`src/rtl/gpio_irq_pkg.sv`:
```
// Package: shared sizes and the register offsets of the GPIO interrupt front end.
// Assumes word-aligned byte offsets, decoded on the full address.
package gpio_irq_pkg;
    parameter int PORT_W  = 32;
    parameter int GROUP_W = 8;
    parameter int ADDR_W  = 5;
    localparam int NUM_GROUPS = PORT_W / GROUP_W;

    typedef enum logic [ADDR_W-1:0] {
        OFS_DOUT   = 5'h00,
        OFS_DIR    = 5'h04,
        OFS_INV    = 5'h08,
        OFS_LINE   = 5'h0C,
        OFS_CAUSE  = 5'h10,
        OFS_EMASK  = 5'h14,
        OFS_LMASK  = 5'h18
    } reg_ofs_e;
endpackage

```
`src/rtl/gpio_sync2.sv`:
```
// Module: two-flop synchronizer for a vector of asynchronous pad inputs.
// Assumes each bit is independent; no multi-bit coherence is provided.
module gpio_sync2 #(
    parameter int WIDTH = 32
) (
    input  logic             clk,
    input  logic             rst_n,
    input  logic [WIDTH-1:0] d_in,
    output logic [WIDTH-1:0] q_out
);
    logic [WIDTH-1:0] stage1_q;
    logic [WIDTH-1:0] stage2_q;
    logic [1:0]       warm_q;

    // Two capture stages toward the clock domain.
    always_ff @(posedge clk) begin
        if (!rst_n) begin
            stage1_q <= '0;
            stage2_q <= '0;
        end else begin
            stage1_q <= d_in;
            stage2_q <= stage1_q;
        end
    end

    // Cycles since reset, saturating, used only to qualify the latency check.
    always_ff @(posedge clk) begin
        if (!rst_n)             warm_q <= 2'd0;
        else if (warm_q != 2'd2) warm_q <= warm_q + 2'd1;
    end

    assign q_out = stage2_q;

    // output is the input seen two edges earlier.
    assert_sync_latency_R1: assert property (@(posedge clk) disable iff (!rst_n)
        (warm_q == 2'd2) |-> (q_out == $past(d_in, 2)));
endmodule

```
`src/rtl/gpio_edge_cause.sv`:
```
// Module: per-pin rising-step detector on the adjusted input with a sticky
// cause register that software clears by writing 0s. Assumes the adjusted
// input is already synchronous to clk.
module gpio_edge_cause #(
    parameter int WIDTH = 32
) (
    input  logic             clk,
    input  logic             rst_n,
    input  logic [WIDTH-1:0] level_in,
    input  logic             clr_en,
    input  logic [WIDTH-1:0] clr_keep,
    output logic [WIDTH-1:0] cause
);
    logic [WIDTH-1:0] prev_q;
    logic [WIDTH-1:0] cause_q;
    logic [WIDTH-1:0] step_up;
    logic [WIDTH-1:0] keep_mask;

    // Remember the adjusted input one clock back.
    always_ff @(posedge clk) begin
        if (!rst_n) prev_q <= '0;
        else        prev_q <= level_in;
    end

    // A bit is stepping up when it is 1 now and was 0 one clock earlier.
    always_comb step_up = level_in & ~prev_q;

    // Bits written 0 are dropped; bits written 1 survive.
    always_comb keep_mask = clr_en ? clr_keep : '1;

    // Sticky cause: a new step outranks a clear in the same cycle.
    always_ff @(posedge clk) begin
        if (!rst_n) cause_q <= '0;
        else        cause_q <= (cause_q & keep_mask) | step_up;
    end

    assign cause = cause_q;

    // every step is recorded on the next edge, even under a clear.
    assert_step_sets_R5: assert property (@(posedge clk) disable iff (!rst_n)
        (step_up != '0) |=> ((cause & $past(step_up)) == $past(step_up)));

    // bits written 0 with no new step are gone after the write.
    assert_clear_zero_R8: assert property (@(posedge clk) disable iff (!rst_n)
        clr_en |=> ((cause & ~$past(clr_keep) & ~$past(step_up)) == '0));
endmodule

```
`src/rtl/gpio_irq_reduce.sv`:
```
// Module: merges masked level and edge causes per pin and ORs each group of
// pins into one summary line. Assumes WIDTH is a multiple of GROUP_W.
module gpio_irq_reduce #(
    parameter int WIDTH   = 32,
    parameter int GROUP_W = 8,
    localparam int GROUPS = WIDTH / GROUP_W
) (
    input  logic [WIDTH-1:0]  level_in,
    input  logic [WIDTH-1:0]  level_mask,
    input  logic [WIDTH-1:0]  edge_cause,
    input  logic [WIDTH-1:0]  edge_mask,
    output logic [GROUPS-1:0] summary
);
    logic [WIDTH-1:0] pin_req;

    // Per-pin request from either path.
    always_comb pin_req = (level_in & level_mask) | (edge_cause & edge_mask);

    for (genvar g = 0; g < GROUPS; g++) begin : g_group
        // One summary line per group of pins.
        assign summary[g] = |pin_req[g*GROUP_W +: GROUP_W];
    end
endmodule

```
`src/rtl/gpio_irq_ctrl.sv`:
```
// Module: top of the GPIO interrupt front end. Holds the software registers,
// decodes the single-cycle register bus, applies input inversion and feeds
// the edge and reduction stages. Assumes a read needs no side effects and a
// write is taken at the edge where bus_sel and bus_wr are high.
module gpio_irq_ctrl
    import gpio_irq_pkg::*;
#(
    parameter int WIDTH   = PORT_W,
    parameter int GROUP_W = gpio_irq_pkg::GROUP_W,
    parameter int AW      = ADDR_W,
    localparam int GROUPS = WIDTH / GROUP_W
) (
    input  logic              clk,
    input  logic              rst_n,
    input  logic              bus_sel,
    input  logic              bus_wr,
    input  logic [AW-1:0]     bus_addr,
    input  logic [WIDTH-1:0]  bus_wdata,
    output logic [WIDTH-1:0]  bus_rdata,
    input  logic [WIDTH-1:0]  pad_in,
    output logic [WIDTH-1:0]  pad_out,
    output logic [WIDTH-1:0]  pad_oe,
    output logic [GROUPS-1:0] irq_sum
);
    logic [WIDTH-1:0] dout_q, dir_q, inv_q, emask_q, lmask_q;
    logic [WIDTH-1:0] pad_sync;
    logic [WIDTH-1:0] adj_in;
    logic [WIDTH-1:0] cause;
    logic [WIDTH-1:0] line_val;
    logic             wr_en;
    logic             cause_wr;

    // Write strobe for the whole register file.
    always_comb wr_en = bus_sel && bus_wr;
    always_comb cause_wr = wr_en && (bus_addr == OFS_CAUSE);

    gpio_sync2 #(.WIDTH(WIDTH)) u_sync (
        .clk   (clk),
        .rst_n (rst_n),
        .d_in  (pad_in),
        .q_out (pad_sync)
    );

    // Inversion stage shared by the level and edge paths.
    always_comb adj_in = pad_sync ^ inv_q;

    // Software-written control registers.
    always_ff @(posedge clk) begin
        if (!rst_n) begin
            dout_q  <= '0;
            dir_q   <= '0;
            inv_q   <= '0;
            emask_q <= '0;
            lmask_q <= '0;
        end else if (wr_en) begin
            case (bus_addr)
                OFS_DOUT:  dout_q  <= bus_wdata;
                OFS_DIR:   dir_q   <= bus_wdata;
                OFS_INV:   inv_q   <= bus_wdata;
                OFS_EMASK: emask_q <= bus_wdata;
                OFS_LMASK: lmask_q <= bus_wdata;
                default:   ;
            endcase
        end
    end

    gpio_edge_cause #(.WIDTH(WIDTH)) u_edge (
        .clk      (clk),
        .rst_n    (rst_n),
        .level_in (adj_in),
        .clr_en   (cause_wr),
        .clr_keep (bus_wdata),
        .cause    (cause)
    );

    gpio_irq_reduce #(.WIDTH(WIDTH), .GROUP_W(GROUP_W)) u_reduce (
        .level_in   (adj_in),
        .level_mask (lmask_q),
        .edge_cause (cause),
        .edge_mask  (emask_q),
        .summary    (irq_sum)
    );

    // Per-pin read value: adjusted input for inputs, driven data for outputs.
    always_comb line_val = (dir_q & adj_in) | (~dir_q & dout_q);

    // Combinational read mux.
    always_comb begin
        case (bus_addr)
            OFS_DOUT:  bus_rdata = dout_q;
            OFS_DIR:   bus_rdata = dir_q;
            OFS_INV:   bus_rdata = inv_q;
            OFS_LINE:  bus_rdata = line_val;
            OFS_CAUSE: bus_rdata = cause;
            OFS_EMASK: bus_rdata = emask_q;
            OFS_LMASK: bus_rdata = lmask_q;
            default:   bus_rdata = '0;
        endcase
    end

    assign pad_out = dout_q;
    assign pad_oe  = ~dir_q;

    // with both masks clear no summary line may be raised.
    assert_quiet_masked_R10: assert property (@(posedge clk) disable iff (!rst_n)
        ((lmask_q == '0) && (emask_q == '0)) |-> (irq_sum == '0));

    // a masked high adjusted input always shows on its group line.
    assert_level_visible_R4: assert property (@(posedge clk) disable iff (!rst_n)
        ((adj_in[7:0] & lmask_q[7:0]) != '0) |-> irq_sum[0]);
endmodule

```
`config.mk`:
```
export PLATFORM = sky130hd
export DESIGN_NAME = gpio_irq_ctrl
export DESIGN_NICKNAME = d
export VERILOG_FILES = /design/src/rtl/gpio_irq_pkg.sv /design/src/rtl/gpio_sync2.sv /design/src/rtl/gpio_edge_cause.sv /design/src/rtl/gpio_irq_reduce.sv /design/src/rtl/gpio_irq_ctrl.sv
export SDC_FILE = /design/constraint.sdc
export NUM_CORES = 1
export LEC_CHECK = 0
export BUFFER_PORTS_ARGS = -buffer_cell sky130_fd_sc_hd__buf_2
export CORE_MARGIN = 3
export CORE_UTILIZATION = 40
export CTS_CLUSTER_SIZE = 20
export DETAILED_ROUTE_END_ITERATION = 8
export PLACE_DENSITY = 0.6
export SLEW_MARGIN = 20
export SYNTH_ARGS = -nofsm -noshare
export SYNTH_HDL_FRONTEND = slang
export SYNTH_HIERARCHICAL = 1
export SYNTH_SLANG_ARGS = --single-unit
```
`constraint.sdc`:
```
create_clock -name clk -period 2 [get_ports clk]
set_clock_uncertainty 0.2 [all_clocks]
set_input_delay 0 -clock clk [delete_from_list [all_inputs] [get_ports clk]]
set_output_delay 0 -clock clk [all_outputs]
set_load 0.03 [all_outputs]
```
Word level (Yosys, flattened, before mapping):

Cells that the tools add are included.
W data, S select, Z words.

* flip-flop bits (word level): 288
* latch bits: 0
* memory bits (writable): 0
* ROM bits: 0
* bits of input ports: 73
* output and inout bits: 100
* word-level logic and storage cells: 41
* memories kept: 0

* add/sub/neg operators: 0
* multiply operators: 0
* divide/modulo/power cells: 0
* magnitude comparators: 0
* equal/unequal tests: 6
* shift-type cells: 0
* muxes and demuxes: 2
* bitwise gates (word level): 12
* reductions and logical operators: 12

Operator list (count)
* $pmux W32 S7: 1
* $and A32 B32 Y32: 6
* $or A32 B32 Y32: 3
* $not A32 Y32: 2
* $mux W32: 1
* $reduce_or A8 Y1: 4
* $xor A32 B32 Y32: 1
* $eq A5 B5 Y1 const B: 3
* $eq A5 B4 Y1 const B: 2
* $reduce_and A2 Y1: 5
* $eq A5 B3 Y1 const B: 1
* $logic_not A5 Y1: 1
* $logic_and A1 B1 Y1: 2

Depth between registers and ports, before layout:

Gate-level depths: netlist (run 1).

* depth after elaboration: 5
* mapped depth: 8
* depth with buffers taken out: 4

Modules after synthesis:

The synthesis (run 1) kept the hierarchy.

By module, submodules not included
* gpio_irq_ctrl: instances 1, cells an instance 1008, area each 8379.3 um^2, seq. area each 3203.1 um^2
* gpio_edge_cause: instances 1, cells an instance 238, area each 2449.8 um^2, seq. area each 1281.2 um^2
* gpio_sync2: instances 1, cells an instance 134, area each 1791.7 um^2, seq. area each 1281.2 um^2
* gpio_irq_reduce: instances 1, cells an instance 36, area each 405.4 um^2, seq. area each 0.0 um^2

Worst setup path before layout (run 1):

OpenSTA, ideal clock, no wires.

* kind: in2reg
* from: input bus_addr[3]
* to: register lmask_q[1]
* setup time: 0.118 ns
* arrival: 1.368 ns
* data required time: 1.682 ns
* path slack: 0.313 ns
* cell stages on the path: 8
* path buffers: 4
* path through: buf_4 or3b_1 buf_2 or3_4 buf_6 buf_12 nand2_2 a21boi_2

* cells in the longest elaborated chain, start to end: 2

Ends and longest elaborated chain
* start, declared: RTL line gpio_irq_ctrl.sv:17 `input logic [AW-1:0] bus_addr,`
* $eq A5 B5 Y1: RTL line gpio_irq_ctrl.sv:56 `case (bus_addr)`
* $reduce_and A2 Y1 (no line)
* end signal, assigned: RTL line gpio_irq_ctrl.sv:61 `OFS_LMASK: lmask_q <= bus_wdata;`
* end, declared: RTL line gpio_irq_ctrl.sv:25 `logic [WIDTH-1:0] dout_q, dir_q, inv_q, emask_q, lmask_q;`

No other way between the ends.
A chain may end at the register's enable or synchronous reset.

Worst setup path in the final report (run 1):

* from: register dout_q[30] (netlist: pad_out[30])
* to: output bus_rdata[30]

* cells in the longest elaborated chain, start to end: 3

Ends and longest elaborated chain
* start, declared: RTL line gpio_irq_ctrl.sv:25
* start signal, assigned: RTL line gpio_irq_ctrl.sv:57 `OFS_DOUT: dout_q <= bus_wdata;`
* $and A32 B32 Y32: RTL line gpio_irq_ctrl.sv:85 `always_comb line_val = (dir_q & adj_in) | (~dir_q & dout_q);`
* $or A32 B32 Y32: RTL line gpio_irq_ctrl.sv:85
* $pmux W32 S7 *: RTL line gpio_irq_ctrl.sv:89 `case (bus_addr)`
* end, declared: RTL line gpio_irq_ctrl.sv:19 `output logic [WIDTH-1:0] bus_rdata,`

Every way passes the cells marked *; elsewhere a longest branch is shown, timed or not.

==> flow_metrics.tcl, run 1 <==
set metrics [dict create \
    gr-usage-all-layers 0.2217 \
    end_kind "output port" \
    layout_common_cells "nand2_1, dfxtp_1, buf_2" \
    coreArea_sq_um 31800 \
    layout_commonest_cell "nand2_1" \
    cts.sinks 288 \
    synthCells 1416 \
    leakage_nw 6.566 \
    synth_cell_types 47 \
    cp_max_fo 2 \
    startpoint_type "flop" \
    criticalPathCategory "flop to output port" \
    grt_first_pass_wirelength_microns 62400 \
    clk_latency_ns 0.50 \
    start_util 0.4096 \
    num_vias 11140 \
    instances_no_fill 2125 \
    antenna_found_initial 0 \
    worstMarginPinSlew_ns 0.6161 \
    crit_slowest_cell "mux4_2" \
    powerDensity_nw_per_um2 745.4 \
    die_y_microns 186.5 \
    required_ns 1.80 \
    first_iter_violations 1019 \
    die_x_microns 186.5 \
    layout_worst_path_cycle_share 1.133 \
    worstPathArrival_ns 2.07 \
    vias_per_cell 5.241 \
    period_minus_slack_ns 2.265 \
    cts-buffers-inserted 34 \
    numPlacedInstances 1979 \
    post_drt_wl_per_cell_microns 18.90 \
    clock.fmax_mhz 441.4 \
    root_buffer "clkbuf_16" \
    route.detailed.drc 0 \
    ir_drop_mv 0.5231 \
    synth_ff_type "dfxtp_1" \
    synth_area_per_cell_sq_um 9.199 \
    nets 1742 \
    synth_edf_count 0 \
    grt_pass1_vias 10780 \
    wirelength_microns 40150 \
    place.gp.congestion 0.8735 \
    dp_hpwl_microns 26380 \
    layout-drive-gt1-share 0.3481 \
    worst_slack_ns -0.2654 \
    drv_cap 0 \
    cp_slowest_stage_delay_ns 0.45 \
    drtAntennaViolNets 0 \
    slew_violations 0 \
    netlist_area_sq_um 13030 \
    utilization 0.5382 \
    tritoncts "built" \
    seq_area_frac_synth 0.4426 \
    hold_violations 0 \
    fp.dieArea_sq_um 34770 \
    port_buffers 172 \
    max-slew-margin-rel 0.5893 \
    hp-class "input port to flop" \
    ioPinCount 173 \
    async_flop_share 0 \
    area_growth_pct 31.38 \
    drtPass1Iterations 5 \
    yosys_warnings 6 \
    overflow 0 \
    finalSetupViolations 7 \
    fillers 2845 \
    htree_levels 2 \
    mappedNetlistNets 1489 \
    grt_max_degree 70 \
    path_clk_slew_ns 0.06 \
    cts_max_path_buffers 3 \
    status "finished, violations left" \
    worstPathCellList "mux4_2 > a222oi_1 > o31ai_2 > buf_4" \
    rsz0062_at_grt "true" \
    failed_checks "negative setup slack" \
    rows 65 \
    synth-seq-cells 288 \
]
-- area by class of cell --
cell class | count | area (sq um) | area share
Antenna cell | 1 | 2.502 | 0.0001462
Sequential cell | 288 | 5837 | 0.3411
Inverter | 34 | 127.6 | 0.007457
Clock inverter | 4 | 45.04 | 0.002632
Clock buffer | 52 | 1022 | 0.05973
Multi-Input combinational cell | 993 | 7068 | 0.4130
Tap cell | 435 | 544.3 | 0.03180
Timing Repair Buffer | 318 | 2467 | 0.1442
-- sequential cells by signal, summed over array words and instances, names as in the netlist --
register,count
dir_q,32
emask_q,32
inv_q,32
lmask_q,32
pad_out,32
u_edge/cause,32
u_edge/prev_q,32
u_sync/q_out,32
u_sync/stage1_q,32
-- report_power, final --
group / internal (mW) / switching [mW]
combinational: 0.405 / 0.451
clock: 3.63 / 2.32
sequential: 5.86 / 0.0941
total: 9.90 / 2.86
-- synthesized netlist by cell type, types with 18 or more instances --
cell,n,area share
clkbuf_1,52,0.015
and2_1,24,0.012
inv_1,34,0.0098
nand3b_1,32,0.018
a22oi_1,31,0.018
nand2_1,356,0.10
xor2_1,32,0.022
dfxtp_1,288,0.44
o2bb2ai_1,30,0.020
nor2b_1,32,0.015
a21boi_2,18,0.016
o21ai_2,30,0.020
and2_2,64,0.037
a21boi_1,46,0.027
mux2_2,30,0.026
buf_2,30,0.012
nand2_2,30,0.014
a222oi_1,31,0.024
mux2i_1,32,0.025
a21boi_0,96,0.055
-- stage by stage --
step | hold slack (ns) | cell area, sq um | TNS [ns] | setup WS [ns] | total power [mW]
2_1_floorplan | -0.06521 | 13030 | 0 | 0.3135 | 6.460
3_3_place_gp | 0.02148 | 14510 | 0 | 0.1035 | 6.780
3_5_place_dp | 0.02211 | 14510 | 0 | 0.08454 | 6.785
4_1_cts | 0.02282 | 16810 | -0.9811 | -0.2608 | 12.88
5_1_grt | 0.02814 | 17110 | -1.023 | -0.3712 | 13.21
6_report | 0.008172 | 17110 | -0.4543 | -0.2654 | 12.76
-- what timing repair did --
action                     CTS  global route
resized for setup           88            98
setup endpoints to repair   29            33
pin swaps                   20            12
hold buffers                75             0
cloned                       0             0
setup buffers               15             1
hold endpoints to repair   234             0
-- per-layer routing --
layer	GRT usage	wire, microns	up-vias	part of all wire
met5	0	0	-	0
met4	0.05728	838	0	0.021
met3	0.03344	2688	70	0.067
met2	0.3560	18260	430	0.45
met1	0.3139	18370	5328	0.46
li1	-	-	5309	-
-- cells by family (layout without fill, tap and decap cells) --
kind of cell,count (synthesis),in the layout,synth area share
buf+inv,135,408,0.05081
compound gates,322,322,0.2126
mux,63,63,0.05225
xor+xnor,32,32,0.02152
simple gates,576,576,0.2202
flops,288,288,0.4426
other cells,0,1,0
-- critical path, delay by kind of cell, from the launching register on --
| family | cells | cell delay, ns |
|---|---|---|
| compound gates | 2 | 0.57 |
| buf+inv | 1 | 0.21 |
| mux | 1 | 0.45 |
| flops | 1 | 0.34 |
-- worst paths after layout --
| kind | from | to | slack, ns | cells after the start |
|---|---|---|---|---|
| max reg2reg | pad_out[30] | pad_out[30] | 0.53 | 4 |
| min | bus_addr[1] | dir_q[2] | 0.008 | 6 |
| min reg2reg | u_sync/stage1_q[6] | u_sync/q_out[6] | 0.24 | 1 |
| max | pad_out[30] | bus_rdata[30] | -0.27 | 4 |
Power figures use the tool's default switching activity.
==> run 2, diff against run 1 <==
Settings changed: CORE_UTILIZATION 40 to 35, PLACE_DENSITY 0.6 to 0.54, RECOVER_POWER from default to 25.
==> run 2 against run 1 <==
  * Via count hardly changed
  * Sequential share of layout area is 0.19 points lower
  * Highest routed layer unchanged
  * Worst hold slack improved by 0.034 ns
  * Cell count grew 1.9%
  * The run ends with design-rule violations, negative setup slack left
  * Cell area increased by 0.70%
  * Die area increased by 14%
  * Critical endpoint unchanged
  * Register-to-register slack better by 0.03 ns
  * Largest power group is now clock
  * Global-route usage down 1.4 points
  * Wire length increased by 4.9%
==> flow_metrics.tcl, run 2 (synthesized netlist as in run 1, its figures left out) <==
set metrics [dict create \
    grt_pass1_vias 10850 \
    vias_per_cell 5.141 \
    layout-drive-gt1-share 0.3494 \
    worstPathArrival_ns 2.01 \
    layout_commonest_cell "nand2_1" \
    layout_common_cells "nand2_1, dfxtp_1, buf_2" \
    antenna_found_initial 0 \
    fp.dieArea_sq_um 39570 \
    end_kind "output port" \
    root_buffer "clkbuf_16" \
    criticalPathCategory "flop to output port" \
    worst_slack_ns -0.2086 \
    period_minus_slack_ns 2.209 \
    place.gp.congestion 0.8612 \
    num_vias 11130 \
    gr-usage-all-layers 0.2081 \
    max-slew-margin-rel 0.3960 \
    hp-class "input port to flop" \
    grt_first_pass_wirelength_microns 64180 \
    area_growth_pct 32.30 \
    met1Wirelength_microns 19230 \
    numPlacedInstances 2026 \
    wirelength_microns 42130 \
    die_x_microns 198.9 \
    diodes 0 \
    pre_cts_ws_ns 0.05059 \
    required_ns 1.80 \
    path_clk_slew_ns 0.06 \
    cp_max_fo 2 \
    rows 70 \
    start_util 0.3558 \
    overflow 0 \
    hold_violations 0 \
    cts.sinks 288 \
    failed_checks "design-rule violations, negative setup slack" \
    powerDensity_nw_per_um2 760.1 \
    utilization 0.4707 \
    coreArea_sq_um 36610 \
    ioPinCount 173 \
    route.detailed.drc 3 \
    power_mw 13.10 \
    status "finished, violations left" \
    top_layer "met4" \
    dp_hpwl_microns 28690 \
    port_buffers 172 \
    drtPass1Iterations 9 \
    ir_drop_mv 0.4563 \
    tritoncts "built" \
    htree_levels 2 \
    holdWs_ns 0.04181 \
    layout_worst_path_cycle_share 1.104 \
    worstMarginPinSlew_ns 0.9060 \
    drv_cap 0 \
    wl_met3_microns 2546 \
    finalSetupViolations 4 \
    grt_max_degree 86 \
    drtAntennaViolNets 0 \
    cts_max_path_buffers 3 \
    startpoint_type "flop" \
    instances_no_fill 2165 \
    cts-buffers-inserted 35 \
    die_y_microns 198.9 \
    first_iter_violations 809 \
    rsz0062_at_grt "true" \
    post_drt_wl_per_cell_microns 19.46 \
    leakage_nw 6.614 \
    nets 1749 \
    clk_latency_ns 0.52 \
    clock.fmax_mhz 452.8 \
    routed-wl-met2_microns 19120 \
    slew_violations 0 \
]
run 2: cell types whose count changed in the layout (fill, tap and decap cells not counted), moves of 5 or more:
cell | before | now
xor2_2 | 23 | 16
o21ai_0 | 2 | 9
a21boi_0 | 96 | 116
o21ai_2 | 30 | 23
xor2_1 | 2 | 7
a21boi_1 | 46 | 26
run 2: timing repair:
item / in CTS / in global routing
buffers inserted: 11 / 3
gates resized for setup: 95 / 99
endpoints found under the setup margin: 28 / 35
hold endpoints to repair: 237 / 0
hold buffers: 70 / 0
pin swaps: 18 / 8
run 2: where the power goes:
group | total, mW | internal, mW | switching (mW) | leakage [nW]
sequential | 5.96 | 5.86 | 0.0982 | 2.36
combinational | 0.851 | 0.398 | 0.453 | 3.69
clock | 6.29 | 3.87 | 2.42 | 0.560
run 2: routing by layer:
| metal | GRT usage | up-vias |
|---|---|---|
| met5 | 0 | - |
| met4 | 0.06793 | 0 |
| met3 | 0.04048 | 77 |
| met2 | 0.3283 | 371 |
| met1 | 0.2874 | 5355 |
| li1 | - | 5328 |
run 2: through the flow:
step,TNS (ns),area (sq um)
2_1_floorplan,0,13030
3_3_place_gp,0,14720
3_5_place_dp,0,14720
4_1_cts,-0.5469,16990
5_1_grt,-1.057,17230
6_report,-0.4982,17230
run 2: path summary, 6_finish.rpt:
| check | slack (ns) | end | depth (start not counted) | start |
|---|---|---|---|---|
| hold reg to reg | 0.24 | u_sync/q_out[3] | 1 | u_sync/stage1_q[3] |
| hold / removal | 0.04 | u_sync/stage1_q[28] | 3 | pad_in[28] |
| setup / recovery | -0.21 | bus_rdata[30] | 4 | emask_q[30] |
| setup reg to reg | 0.56 | pad_out[30] | 4 | pad_out[30] |
run 2: final cells by class:
class | instances | area (sq um)
clock buffers | 52 | 1052
flip-flops and latches | 288 | 5844
well taps | 468 | 585.6
multi-input cells | 993 | 7029
repair buffers | 324 | 2515
clock inverters | 6 | 80.08
fillers | 3519 | 19380
inverters | 34 | 127.6
run 2: critical path: stages (launching register included):
cell      delay (ns)
dfxtp_2         0.33
mux4_2          0.48
a222oi_1        0.32
o31ai_1         0.16
buf_4           0.20
